`config.mk`:
```
export PLATFORM = sky130hd
export DESIGN_NAME = bus32_target
export DESIGN_NICKNAME = d
export VERILOG_FILES = /design/src/rtl/bus32_target_pkg.sv /design/src/rtl/bus32_target_decode.sv /design/src/rtl/bus32_target_seq.sv /design/src/rtl/bus32_target_regs.sv /design/src/rtl/bus32_target.sv
export SDC_FILE = /design/constraint.sdc
export NUM_CORES = 1
export LEC_CHECK = 0
export CAP_MARGIN = 10
export CORE_MARGIN = 2
export CORE_UTILIZATION = 30
export DETAILED_ROUTE_END_ITERATION = 10
export DONT_BUFFER_PORTS = 1
export SLEW_MARGIN = 15
export SYNTH_ARGS = -nofsm -noshare
export SYNTH_HDL_FRONTEND = slang
export SYNTH_SLANG_ARGS = --single-unit
```
`constraint.sdc`:
```
create_clock -name clk -period 1.55 [get_ports clk]
set_input_delay 0.155 -clock clk [delete_from_list [all_inputs] [get_ports clk]]
set_output_delay 0.155 -clock clk [all_outputs]
set_load 0.1 [all_outputs]
```
`src/rtl/bus32_target_pkg.sv`:
```
// Package: shared types of the bus target.
// Assumes nothing beyond IEEE 1800-2017 enum support.
package bus32_target_pkg;

    // Sequencer phase of the target.
    typedef enum logic [1:0] {
        ST_IDLE = 2'd0,   // not selected, outputs released
        ST_BEAT = 2'd1,   // selected, a data beat pending
        ST_DONE = 2'd2    // selected, last beat moved, awaiting release
    } tgt_state_e;

endpackage

```
`src/rtl/bus32_target_decode.sv`:
```
// Module: address window decoder.
// Says whether a start-phase address falls in the card's window and space,
// and gives the word index inside that window.
// Assumes WIN_BYTES is a power of two of at least 4 and that the window is
// aligned to its size.
module bus32_target_decode #(
    parameter int                ADDR_W    = 32,
    parameter logic [ADDR_W-1:0] BASE_ADDR = '0,
    parameter int                WIN_BYTES = 64,
    parameter bit                MEM_SPACE = 1'b1,
    localparam int               IDX_W     = $clog2(WIN_BYTES / 4)
) (
    input  logic [ADDR_W-1:0] addr,
    input  logic              is_mem,
    output logic              hit,
    output logic [IDX_W-1:0]  word_idx
);

    logic [ADDR_W-1:0] offset;

    // Distance above the base; an address below the base wraps to a large value.
    always_comb offset = addr - BASE_ADDR;

    // Window and space match.
    always_comb hit = (is_mem == MEM_SPACE) && (offset < ADDR_W'(WIN_BYTES));

    // Word index inside the window.
    always_comb word_idx = offset[IDX_W+1:2];

endmodule

```
`src/rtl/bus32_target_seq.sv`:
```
// Module: start/command phase sequencer.
// Selects on a start phase, counts wait states per beat, issues a transfer
// strobe, steps the word index on accepted bursts and closes the cycle.
// Assumes wait_cfg is held steady during a cycle and that CMD follows START
// without a gap.
module bus32_target_seq
    import bus32_target_pkg::*;
#(
    parameter int IDX_W  = 4,
    parameter int WAIT_W = 2
) (
    input  logic              clk,
    input  logic              rst_n,
    input  logic              start_n,
    input  logic              cmd_n,
    input  logic              mst_burst_n,
    input  logic              wr,
    input  logic              hit,
    input  logic [IDX_W-1:0]  word_idx,
    input  logic [WAIT_W-1:0] wait_cfg,
    output tgt_state_e        state,
    output logic [IDX_W-1:0]  cur_idx,
    output logic              wr_q,
    output logic              rdy,
    output logic              xfer
);

    logic [WAIT_W-1:0] wcnt;
    logic              waiting;

    // A beat is still in its wait states.
    always_comb waiting = (state == ST_BEAT) && (wcnt < wait_cfg);

    // Ready low only while waits remain in a beat.
    always_comb rdy = !waiting;

    // Data moves at the edge that ends a ready beat cycle.
    always_comb xfer = (state == ST_BEAT) && !waiting && !cmd_n && start_n;

    // Phase, index and wait counter registers.
    always_ff @(posedge clk) begin
        if (!rst_n) begin
            state   <= ST_IDLE;
            cur_idx <= '0;
            wr_q    <= 1'b0;
            wcnt    <= '0;
        end else if (!start_n) begin
            state   <= hit ? ST_BEAT : ST_IDLE;
            cur_idx <= word_idx;
            wr_q    <= wr;
            wcnt    <= '0;
        end else begin
            case (state)
                ST_BEAT: begin
                    if (cmd_n) begin
                        state <= ST_IDLE;
                    end else if (waiting) begin
                        wcnt <= wcnt + 1'b1;
                    end else if (!mst_burst_n) begin
                        cur_idx <= cur_idx + 1'b1;
                        wcnt    <= '0;
                    end else begin
                        state <= ST_DONE;
                    end
                end
                ST_DONE: begin
                    if (cmd_n) state <= ST_IDLE;
                end
                default: state <= ST_IDLE;
            endcase
        end
    end

    // an accepted burst beat moves to the next word and stays in a beat.
    p_burst_step_r7: assert property (@(posedge clk) disable iff (!rst_n)
        (xfer && !mst_burst_n) |=>
            (state == ST_BEAT && cur_idx == IDX_W'($past(cur_idx) + 1'b1)));

    // a transfer without burst accept closes the cycle.
    p_single_done_r8: assert property (@(posedge clk) disable iff (!rst_n)
        (xfer && mst_burst_n) |=> (state == ST_DONE && rdy));

    // command release without a new start returns to idle.
    p_release_r9: assert property (@(posedge clk) disable iff (!rst_n)
        (start_n && cmd_n && state != ST_IDLE) |=> (state == ST_IDLE));

    // a wait cycle inside a beat never skips the beat.
    p_wait_keeps_beat_r4: assert property (@(posedge clk) disable iff (!rst_n)
        (waiting && !cmd_n && start_n) |=> (state == ST_BEAT && $stable(cur_idx)));

endmodule

```
`src/rtl/bus32_target_regs.sv`:
```
// Module: byte-lane register array behind the target.
// Synchronous write with per-lane active-low enables, combinational read.
// Assumes DEPTH is a power of two matching the index width.
module bus32_target_regs #(
    parameter int  DEPTH = 16,
    parameter int  LANES = 4,
    localparam int IDX_W = $clog2(DEPTH),
    localparam int DW    = LANES * 8
) (
    input  logic             clk,
    input  logic             rst_n,
    input  logic             we,
    input  logic [IDX_W-1:0] idx,
    input  logic [LANES-1:0] be_n,
    input  logic [DW-1:0]    wdata,
    output logic [DW-1:0]    rword
);

    logic [DEPTH-1:0][DW-1:0] mem;

    // Read the addressed word.
    always_comb rword = mem[idx];

    genvar g_lane;
    generate
        for (g_lane = 0; g_lane < LANES; g_lane++) begin : g_lanes
            // One byte lane: cleared on reset, written when enabled.
            always_ff @(posedge clk) begin
                if (!rst_n) begin
                    for (int w = 0; w < DEPTH; w++) mem[w][g_lane*8 +: 8] <= 8'h00;
                end else if (we && !be_n[g_lane]) begin
                    mem[idx][g_lane*8 +: 8] <= wdata[g_lane*8 +: 8];
                end
            end

            // a disabled lane keeps its contents across a write.
            p_lane_hold_r5: assert property (@(posedge clk) disable iff (!rst_n)
                (we && be_n[g_lane]) |=> $stable(mem[$past(idx)][g_lane*8 +: 8]));
        end
    endgenerate

    // no write strobe, no change anywhere in the array.
    p_array_hold_r8: assert property (@(posedge clk) disable iff (!rst_n)
        !we |=> $stable(mem));

endmodule

```
`src/rtl/bus32_target.sv`:
```
// Module: top of the burst-capable 32-bit bus target.
// Joins the window decoder, the phase sequencer and the register array, and
// forms the bus-side outputs with their enables.
// Assumes one target per window and a master that keeps CMD low across beats.
module bus32_target
    import bus32_target_pkg::*;
#(
    parameter int                ADDR_W    = 32,
    parameter logic [ADDR_W-1:0] BASE_ADDR = 32'h0000_1000,
    parameter int                WIN_BYTES = 64,
    parameter bit                MEM_SPACE = 1'b1,
    parameter bit                WIDE32    = 1'b1,
    parameter int                WAIT_W    = 2,
    localparam int               LANES     = 4,
    localparam int               DW        = LANES * 8,
    localparam int               DEPTH     = WIN_BYTES / 4,
    localparam int               IDX_W     = $clog2(DEPTH)
) (
    input  logic              clk,
    input  logic              rst_n,
    input  logic              start_n,
    input  logic              cmd_n,
    input  logic [ADDR_W-1:0] addr,
    input  logic              is_mem,
    input  logic              wr,
    input  logic [LANES-1:0]  be_n,
    input  logic              mst_burst_n,
    input  logic [WAIT_W-1:0] wait_cfg,
    input  logic [DW-1:0]     wdata,
    output logic [DW-1:0]     rdata,
    output logic              rdata_oe,
    output logic              rdy,
    output logic              size32_n,
    output logic              size16_n,
    output logic              slv_burst_n,
    output logic              ctl_oe
);

    logic             hit;
    logic [IDX_W-1:0] dec_idx;
    tgt_state_e       state;
    logic [IDX_W-1:0] cur_idx;
    logic             wr_q;
    logic             seq_rdy;
    logic             xfer;
    logic [DW-1:0]    rword;
    logic             active;

    bus32_target_decode #(
        .ADDR_W   (ADDR_W),
        .BASE_ADDR(BASE_ADDR),
        .WIN_BYTES(WIN_BYTES),
        .MEM_SPACE(MEM_SPACE)
    ) u_decode (
        .addr    (addr),
        .is_mem  (is_mem),
        .hit     (hit),
        .word_idx(dec_idx)
    );

    bus32_target_seq #(
        .IDX_W (IDX_W),
        .WAIT_W(WAIT_W)
    ) u_seq (
        .clk        (clk),
        .rst_n      (rst_n),
        .start_n    (start_n),
        .cmd_n      (cmd_n),
        .mst_burst_n(mst_burst_n),
        .wr         (wr),
        .hit        (hit),
        .word_idx   (dec_idx),
        .wait_cfg   (wait_cfg),
        .state      (state),
        .cur_idx    (cur_idx),
        .wr_q       (wr_q),
        .rdy        (seq_rdy),
        .xfer       (xfer)
    );

    bus32_target_regs #(
        .DEPTH(DEPTH),
        .LANES(LANES)
    ) u_regs (
        .clk  (clk),
        .rst_n(rst_n),
        .we   (xfer && wr_q),
        .idx  (cur_idx),
        .be_n (be_n),
        .wdata(wdata),
        .rword(rword)
    );

    // Card is selected in any non-idle phase.
    always_comb active = (state != ST_IDLE);

    // Control outputs and their enable.
    always_comb begin
        ctl_oe      = active;
        slv_burst_n = !active;
        rdy         = seq_rdy;
    end

    // Read data is driven only in a selected read beat under CMD.
    always_comb begin
        rdata_oe = (state == ST_BEAT) && !wr_q && !cmd_n;
        rdata    = rdata_oe ? rword : '0;
    end

    generate
        if (WIDE32) begin : g_size32
            // Report 32-bit width while selected.
            always_comb begin
                size32_n = !active;
                size16_n = 1'b1;
            end
        end else begin : g_size16
            // Report 16-bit width while selected.
            always_comb begin
                size32_n = 1'b1;
                size16_n = !active;
            end
        end
    endgenerate

    // a missed decode leaves the bus outputs undriven.
    p_quiet_miss_r3: assert property (@(posedge clk) disable iff (!rst_n)
        (!start_n && !hit) |=> (!ctl_oe && !rdata_oe && rdy));

    // a decoded hit drives the control outputs from the next cycle.
    p_select_r2: assert property (@(posedge clk) disable iff (!rst_n)
        (!start_n && hit) |=> (ctl_oe && !slv_burst_n && (size32_n != size16_n)));

    // read data enable only while CMD is low and the card drives control.
    p_oe_under_cmd_r6: assert property (@(posedge clk) disable iff (!rst_n)
        rdata_oe |-> (!cmd_n && ctl_oe));

endmodule

```
==> results of run 1 <==
registers in the layout, summed over array words and instances, names as in the netlist:
| register | cells |
|---|---|
| u_seq.wcnt | 2 |
| u_seq.wr_q | 1 |
| u_seq.state | 2 |
logic make-up (layout without fill, tap and decap cells):
kind of cell | after synthesis | after routing
simple gates | 31 | 31
flops | 5 | 5
mux | 2 | 2
compound gates | 8 | 8
other cells | 2 | 33
xor+xnor | 2 | 2
buf+inv | 37 | 12
fa+ha+maj | 1 | 1
timing repair:
| item | in CTS | in global routing |
|---|---|---|
| resized for setup | 1 | 4 |
| hold buffers | 1 | 0 |
| setup endpoints to repair | 1 | 1 |
| hold endpoints to repair | 1 | 0 |
| pin swaps | 0 | 1 |
final timing paths:
check | end | startpoint | slack, ns
worst max-delay path | rdy | u_seq.wcnt[1]$_SDFFE_PN0P_ | 0.03
worst min register to register | u_seq.wcnt[1]$_SDFFE_PN0P_ | u_seq.wcnt[1]$_SDFFE_PN0P_ | 0.55
worst min-delay path | u_seq.wr_q$_SDFFE_PN0N_ | rst_n | 0.05
worst max register to register | u_seq.wcnt[1]$_SDFFE_PN0P_ | u_seq.wcnt[1]$_SDFFE_PN0P_ | 0.09
power groups by stage:
stage	Combinational (µW)	Sequential (µW)	Clock [µW]
6_report	370	130	149
5_1_grt	378	130	162
4_1_cts	369	132	156
3_5_place_dp	367	134	0
3_3_place_gp	366	134	0
2_1_floorplan	430	134	0
metal layers:
metal / part of all wire, % / track usage (%) / vias up
met3: 12 / 4.31 / 3
li1: - / - / 246
met1: 32 / 8.79 / 225
met2: 55 / 14.7 / 33
met4: 0.91 / 3.95 / 0
met5: 0 / 0 / -
final cells by class:
class	count	area, µm²
Inverter	3	15.0
Timing Repair Buffer	5	65.1
Multi-Input combinational cell	77	464
Tap cell	28	35.0
Sequential cell	5	106
Fill cell	236	1480
Clock buffer	4	26.3
Yosys cell counts (2+ instances only):
cell | count | share of area, %
buf_4 | 34 | 37
nor3_1 | 6 | 4.4
dfxtp_1 | 5 | 15
nor2_1 | 4 | 2.2
nor4_1 | 4 | 3.6
a21oi_1 | 3 | 2.2
inv_1 | 3 | 1.6
nand2_1 | 3 | 1.6
nand3_1 | 3 | 2.2
conb_1 | 2 | 1.1
nand2b_1 | 2 | 1.8
o21ai_0 | 2 | 1.5
or2_2 | 2 | 1.8
critical path, cell delays in order (launching register included):
cell and delay (ns):
dfxtp_4 0.35, ha_4 0.23, a211o_4 0.36, buf_12 0.18
through the flow:
stage | std cells | setup slack, ns
floorplan | 119 | -0.154
global placement | 117 | 0.133
detailed placement | 117 | 0.116
CTS | 122 | 0.0125
global route | 122 | 0.0000738
finish | 122 | 0.0346
==> flow_summary_export.csv, run 1 <==
group,metric,value,unit
detailed_routing,vias,507,
synth,synthAdderAreaFrac,1.82,%
floorplanning,num_rows,17,
detailed_routing,dr.pass1.iters,4,
placement,gp_congestion,0.730,
grt,globalRouteOverflowTotal,0,
pwr,swShare,63.0,%
detailed_routing,drtIter0Drc,1,
clock_network,clock-sinks,5,
floorplanning,core-area,2190,µm²
critical_path,cp-end-kind,"output port",
status,status,"finished, final reports clean",
pwr,total_power,650,µW
sta,hold_viol,0,
clock_network,cts-root-buf,"clkbuf_4",
synth,synth-simple-area-share,29.2,%
floorplanning,fp.dieArea,2680,µm²
synth,synth_top_family_by_area,"buffers and inverters",
sta,min_period_over_period,97.8,%
detailed_routing,wire_per_inst,9.89,µm
placement,dp_hpwl,1090,µm
grt,gr-usage-all-layers,8.64,%
clock_network,cts_setup_buffers,0,
final_layout,nets,173,
pwr,seqPwrFrac,20.1,%
synth,syn_avg_cell_area,7.79,µm²
grt,grt_max_degree,7,
synth,synthMuxAreaShare,3.10,%
final_layout,areaGrowthSynthToFinish,3.83,%
min_path,min_path_type,"in -> reg",
final_layout,drive_above_1_share,23.4,%
synth,synth_xor_area_share,2.55,%
synth,ys_types,28,
clock_network,cts_tree,"yes",
pwr,leakage,0.000281,µW
critical_path,reg2reg_depth,5,
clock_network,clock_latency,0.24,ns
synth,synth_area,686,µm²
synth,synth_cells,88,
grt,grt_pass1_vias,399,
sta,fin_skew,0.00484,ns
floorplanning,die_h,51.8,µm
floorplanning,ioPinCount,115,
clock_network,path_clk_slew,0.04,ns
pwr,cellInternalPower,240,µW
clock_network,numCtsBuffers,3,
detailed_routing,wl,1210,µm
synth,yosysSeqAreaShare,14.6,%
floorplanning,die_x,51.8,µm
job,max-cap-violations,0,
pwr,p_per_area,913,nW/µm²
final_layout,design_area,712,µm²
sta,finalSetupViolations,0,
sta,min_period,1.52,ns
final_layout,fin_util,32.5,%
detailed_routing,ant_nets,0,
pwr,combPwrFrac,57.0,%
min_path,whs_path_depth,1,
clock_network,htree_levels,1,
synth,async_flop_share,0,%
pwr,power.switching,410,µW
sta,worst_hold_slack,0.0521,ns
clock_network,clockBufferDepth,2,
critical_path,cp.required,1.39,ns
grt,grt_pass1_wl,1690,µm
final_layout,mostFrequentLayoutCell,"conb_1",
critical_path,startpoint_type,"flop",
grt,antenna_found_initial,0,
pwr,pwr-share-clk,22.9,%
critical_path,crit_fanout,6,
sta,fin_tns_setup,0,ns
synth,synth_compound_area_share,8.76,%
detailed_routing,drc,0,
sta,drv_slew,0,
critical_path,critPathArrivalTime,1.36,ns
placement,io_buffers,0,
placement,dpl_cell_area,658,µm²
synth,synth_edf_count,0,
synth,synthFlopType,"dfxtp_1",
sta,rsz0062_at_grt,"false",
floorplanning,initial_core_util,31.3,%
synth,yosys_warnings,1024,
synth,synth-seq-cells,5,
final_layout,antenna_cells,0,
critical_path,critical_path_class,"reg -> out",
final_layout,final_cell_mix,"conb_1, nor3_1, nor2_1, nor4_1",
pwr,peakVddDrop,0.356,mV
sta,max_freq,660,MHz
detailed_routing,viasPerCell,4.16,
Power figures use the tool's default switching activity.
==> run 2: changes to the inputs <==
==> constraint.sdc (replaced) <==
create_clock -name clk -period 1.55 [get_ports clk]
set_input_delay 0.31 -clock clk [delete_from_list [all_inputs] [get_ports clk]]
set_output_delay 0.31 -clock clk [all_outputs]
set_load 0.1 [all_outputs]
==> run 2 against run 1 <==
The flow now finishes with violations (setup timing). Combinational power about the same. Count of clock-buffer cells in the layout unchanged. Via count up 0.79%. Clock skew down 0.0015 ns. Register-to-register slack worse by 0.06 ns. Largest cell class unchanged. Highest routed layer is now met3.
==> flow_summary_export.csv, run 2 (same netlist as run 1, synthesis figures left out) <==
group,metric,value,unit
floorplanning,num_rows,17,
detailed_routing,drtIter0Drc,0,
placement,io_buffers,0,
critical_path,regToRegSetupSlack,0.03,ns
clock_network,clock_latency,0.24,ns
clock_network,path_clk_slew,0.04,ns
sta,min_period_over_period,103,%
sta,finalSetupViolations,1,
final_layout,fin_util,33.7,%
status,violations,"setup timing",
detailed_routing,ant_nets,0,
sta,max_freq,626,MHz
detailed_routing,wire_per_inst,9.54,µm
critical_path,crit_path_top_delay_cell,"dfxtp_4",
pwr,p_per_area,873,nW/µm²
grt,grt_pass1_wl,1590,µm
grt,grt_pass1_vias,403,
min_path,hold_end,"u_seq.state[1]$_SDFFE_PN0P_",
min_path,whs_path_depth,1,
detailed_routing,top_layer,"met3",
sta,drv_slew,0,
detailed_routing,met2_wirelength,653,µm
critical_path,regToRegStartpoint,"u_seq.wcnt[1]$_SDFFE_PN0P_",
detailed_routing,dr.pass1.iters,1,
critical_path,slowest_delay,0.35,ns
critical_path,cp-end-kind,"output port",
clock_network,clockBufferDepth,2,
sta,min_period,1.60,ns
job,max-cap-violations,0,
clock_network,htree_levels,1,
detailed_routing,viasPerCell,4.15,
min_path,min_path_type,"in -> reg",
critical_path,worstPathCellList,"ha_4, a211o_4, buf_12",
critical_path,timing.rr.end,"u_seq.wcnt[1]$_SDFFE_PN0P_",
critical_path,critPathArrivalTime,1.29,ns
clock_network,numCtsBuffers,3,
floorplanning,ioPinCount,115,
clock_network,cts_tree,"yes",
detailed_routing,vias,511,
detailed_routing,wl_met1,391,µm
sta,worst_hold_slack,0.140,ns
floorplanning,initial_core_util,31.3,%
detailed_routing,drc,0,
critical_path,critical_path_class,"reg -> out",
clock_network,clock-sinks,5,
detailed_routing,wl,1170,µm
sta,fin_skew,0.00331,ns
critical_path,reg2reg_depth,6,
clock_network,cts-root-buf,"clkbuf_4",
grt,globalRouteOverflowTotal,0,
floorplanning,die_h,51.8,µm
final_layout,largestRegisters,"u_seq.state x2, u_seq.wcnt x2, u_seq.wr_q x1",
status,status,"complete, but fails checks",
sta,layout_setup_ws,-0.0470,ns
pwr,leakage,0.000290,µW
sta,rsz0062_at_grt,"true",
final_layout,nets,174,
floorplanning,fp.dieArea,2680,µm²
final_layout,areaGrowthSynthToFinish,7.66,%
sta,hold_viol,0,
grt,grt_max_degree,7,
final_layout,drive_above_1_share,27.4,%
pwr,total_power,644,µW
min_path,holdCritStartpoint,"cmd_n",
critical_path,startpoint_type,"flop",
final_layout,mostFrequentLayoutCell,"conb_1",
critical_path,cp.required,1.24,ns
pwr,peakVddDrop,0.314,mV
grt,antenna_found_initial,0,
placement,dp_hpwl,1060,µm
detailed_routing,met3WireLength,129,µm
placement,gp_congestion,0.736,
final_layout,final_cell_mix,"conb_1, nor3_1, nor2_1, nor4_1",
critical_path,crit_fanout,2,
floorplanning,die_x,51.8,µm
floorplanning,core-area,2190,µm²
final_layout,antenna_cells,0,
grt,gr-usage-all-layers,7.97,%
-- run 2: changes by cell type in the layout (fill, tap and decap cells not counted), sizes merged --
cell,delta
buf,+2
dlygate4sd3,-1
-- run 2: where the power goes --
part	internal, µW	switching, µW
combinational	12.4	356
clock	97.0	48.6
sequential	129	1.53
total	238	406
-- run 2: worst max path at each step --
stage	slack, ns	end	cells past startpoint	start
3_3_place_gp	0.12	u_seq.wcnt[1]$_SDFFE_PN0P_	5	u_seq.wcnt[1]$_SDFFE_PN0P_
3_5_place_dp	0.11	u_seq.wcnt[1]$_SDFFE_PN0P_	5	u_seq.wcnt[1]$_SDFFE_PN0P_
5_1_grt	-0.07	rdy	3	u_seq.wcnt[1]$_SDFFE_PN0P_
4_1_cts	-0.06	rdy	3	u_seq.wcnt[1]$_SDFFE_PN0P_
2_1_floorplan	-0.31	slv_burst_n	3	u_seq.state[0]$_SDFFE_PN0P_
6_report	-0.05	rdy	3	u_seq.wcnt[1]$_SDFFE_PN0P_
-- run 2: metal layers --
| metal | GRT usage (%) | vias to the layer above |
|---|---|---|
| met5 | 0 | - |
| met4 | 5.26 | 0 |
| met3 | 1.72 | 0 |
| met1 | 8.95 | 235 |
| li1 | - | 245 |
| met2 | 13.5 | 31 |
-- run 2: worst max-delay path: cells and delay by family, from the launching register on --
family,cells,cell delay [ns]
compound gates,1,0.33
fa+ha+maj,1,0.21
buf+inv,1,0.17
flops,1,0.35
-- run 2: area by class of cell --
cell class                 instances  area, µm²
sequential                         5        106
timing repair buffer               6       82.6
multi-input combinational         77        473
fill                             245       1450
inverter                           3       15.0
clock buffer                       4       26.3
tap                               28       35.0
-- run 2: through the flow --
step / setup WS, ns / cells / area, µm² / setup TNS (ns)
3_5_place_dp: 0.114 / 117 / 683 / 0
4_1_cts: -0.0553 / 123 / 734 / -0.0553
2_1_floorplan: -0.309 / 119 / 848 / -0.331
3_3_place_gp: 0.123 / 117 / 683 / 0
5_1_grt: -0.0662 / 123 / 738 / -0.0987
6_report: -0.0470 / 123 / 738 / -0.0470
-- run 2: what timing repair did --
action                     CTS  global route
gates resized for setup      3             1
setup endpoints to repair    1             3
setup buffers                2             0
pin swaps                    2             0
hold endpoints to repair     0             0
hold buffers                 0             0
cloned                       0             0
==> run 3: changes to the inputs <==
- CORE_ASPECT_RATIO: not set -> 1.5
==> run 3 against run 2 <==
The run still ends with setup timing left. Worst setup slack got worse by 0.010 ns. Sequential cell count did not move. Global-route usage rose by 1.2 points. Final cell count fell by 4.1%. Routed wire length rose by 13%. Cell area fell by 1.5%. Power barely moved.
==> flow_summary_export.csv, run 3 (same netlist as run 1, synthesis figures left out) <==
group,metric,value,unit
grt,grt_max_degree,7,
final_layout,antenna_cells,0,
clock_network,clock-sinks,5,
clock_network,hold_buffers,0,
pwr,combPwrFrac,57.2,%
sta,min_period,1.61,ns
final_layout,mostFrequentLayoutCell,"conb_1",
sta,rsz0062_at_grt,"true",
placement,gp_congestion,0.688,
clock_network,cts-root-buf,"clkbuf_4",
sta,hold_viol,0,
sta,max_freq,622,MHz
sta,drv_slew,0,
placement,dp_cells,112,
final_layout,fin_util,32.9,%
floorplanning,die_h,62.6,µm
pwr,pwr-share-clk,22.5,%
grt,antenna_found_initial,0,
floorplanning,ioPinCount,115,
pwr,swShare,63.0,%
detailed_routing,wl,1320,µm
pwr,power.switching,406,µW
critical_path,cp-end-kind,"output port",
critical_path,startpoint_type,"flop",
placement,dp_slack,0.110,ns
pwr,total_power,644,µW
detailed_routing,drtIter0Drc,1,
final_layout,final_cell_mix,"conb_1, nor3_1, nor2_1, nor4_1",
detailed_routing,ant_nets,0,
pwr,cellInternalPower,238,µW
job,max-cap-violations,0,
clock_network,path_clk_slew,0.04,ns
detailed_routing,dr.pass1.iters,3,
floorplanning,fp.dieArea,2690,µm²
sta,finalSetupViolations,1,
sta,fin_skew,0.00213,ns
critical_path,slowest_delay,0.34,ns
grt,globalRouteOverflowTotal,0,
clock_network,htree_levels,1,
pwr,seqPwrFrac,20.3,%
final_layout,drive_above_1_share,27.4,%
pwr,p_per_area,886,nW/µm²
pwr,peakVddDrop,0.273,mV
critical_path,worstPathCellList,"ha_4, a211o_4, buf_12",
detailed_routing,wire_per_inst,11.2,µm
clock_network,cts_tree,"yes",
detailed_routing,drc,0,
clock_network,clockBufferDepth,2,
sta,min_period_over_period,104,%
detailed_routing,viasPerCell,4.42,
grt,grt_pass1_wl,1900,µm
status,status,"complete, but fails checks",
critical_path,cp.required,1.24,ns
grt,gr-usage-all-layers,9.21,%
floorplanning,num_rows,21,
placement,dp_hpwl,1200,µm
floorplanning,die_x,43.0,µm
final_layout,areaGrowthSynthToFinish,6.02,%
critical_path,crit_path_top_delay_cell,"dfxtp_4",
floorplanning,initial_core_util,31.1,%
critical_path,critPathArrivalTime,1.30,ns
sta,layout_setup_ws,-0.0570,ns
final_layout,nets,174,
sta,fin_tns_setup,-0.0570,ns
clock_network,clock_latency,0.24,ns
critical_path,critical_path_class,"reg -> out",
floorplanning,core-area,2210,µm²
status,violations,"setup timing",
detailed_routing,vias,522,
min_path,min_path_type,"in -> reg",
final_layout,largestRegisters,"u_seq.state x2, u_seq.wcnt x2, u_seq.wr_q x1",
final_layout,instances_no_fill,118,
critical_path,crit_fanout,2,
clock_network,numCtsBuffers,3,
pwr,leakage,0.000289,µW
grt,grt_pass1_vias,480,
placement,io_buffers,0,
==> run 3: final cells by class <==
cell class              count  area [µm²]
repair buffers              6        82.6
multi-input cells          77         468
well taps                  23        28.8
flip-flops and latches      5         106
clock buffers               4        26.3
inverters                   3        15.0
fillers                   252        1480
==> run 3: path summary, 6_finish.rpt <==
kind / from / end / slack [ns] / depth (start not counted)
worst min-delay path: cmd_n / u_seq.state[1]$_SDFFE_PN0P_ / 0.14 / 1
worst min register to register: u_seq.state[0]$_SDFFE_PN0P_ / u_seq.state[0]$_SDFFE_PN0P_ / 0.54 / 1
worst max register to register: u_seq.wcnt[1]$_SDFFE_PN0P_ / u_seq.wcnt[0]$_SDFFE_PN0P_ / 0.04 / 6
worst max-delay path: u_seq.wcnt[1]$_SDFFE_PN0P_ / rdy / -0.06 / 3
==> run 3: what timing repair did <==
item	CTS	global route
buffers inserted	2	0
pin swaps	2	1
gates resized for setup	2	1
endpoints found under the hold margin	0	0
setup endpoints to repair	1	3
==> run 3: critical path: cells and delay by family (launching register included) <==
kind / cells / cell delay (ns)
buffers and inverters: 1 / 0.17
flip-flops: 1 / 0.34
adder cells (fa/ha/maj): 1 / 0.21
AO/OA/AOI/OAI: 1 / 0.34
==> run 3: stage by stage <==
step           cell area, µm²  hold slack (ns)
2_1_floorplan             848            0.379
3_3_place_gp              677            0.382
3_5_place_dp              677            0.387
4_1_cts                   723            0.135
5_1_grt                   727            0.143
6_report                  727            0.142
==> run 3: power groups by stage <==
| stage | Combinational, µW | Clock (µW) | Sequential [µW] |
|---|---|---|---|
| 3_5_place_dp | 367 | 0 | 134 |
| 5_1_grt | 374 | 156 | 130 |
| 6_report | 368 | 145 | 131 |
| 3_3_place_gp | 366 | 0 | 134 |
| 2_1_floorplan | 430 | 0 | 134 |
| 4_1_cts | 367 | 152 | 131 |
==> run 3: metal layers <==
layer	part of all wire (%)	track usage, %
met3	17	4.62
met5	0	0
met1	27	7.07
met4	0	5.68
met2	56	17.0
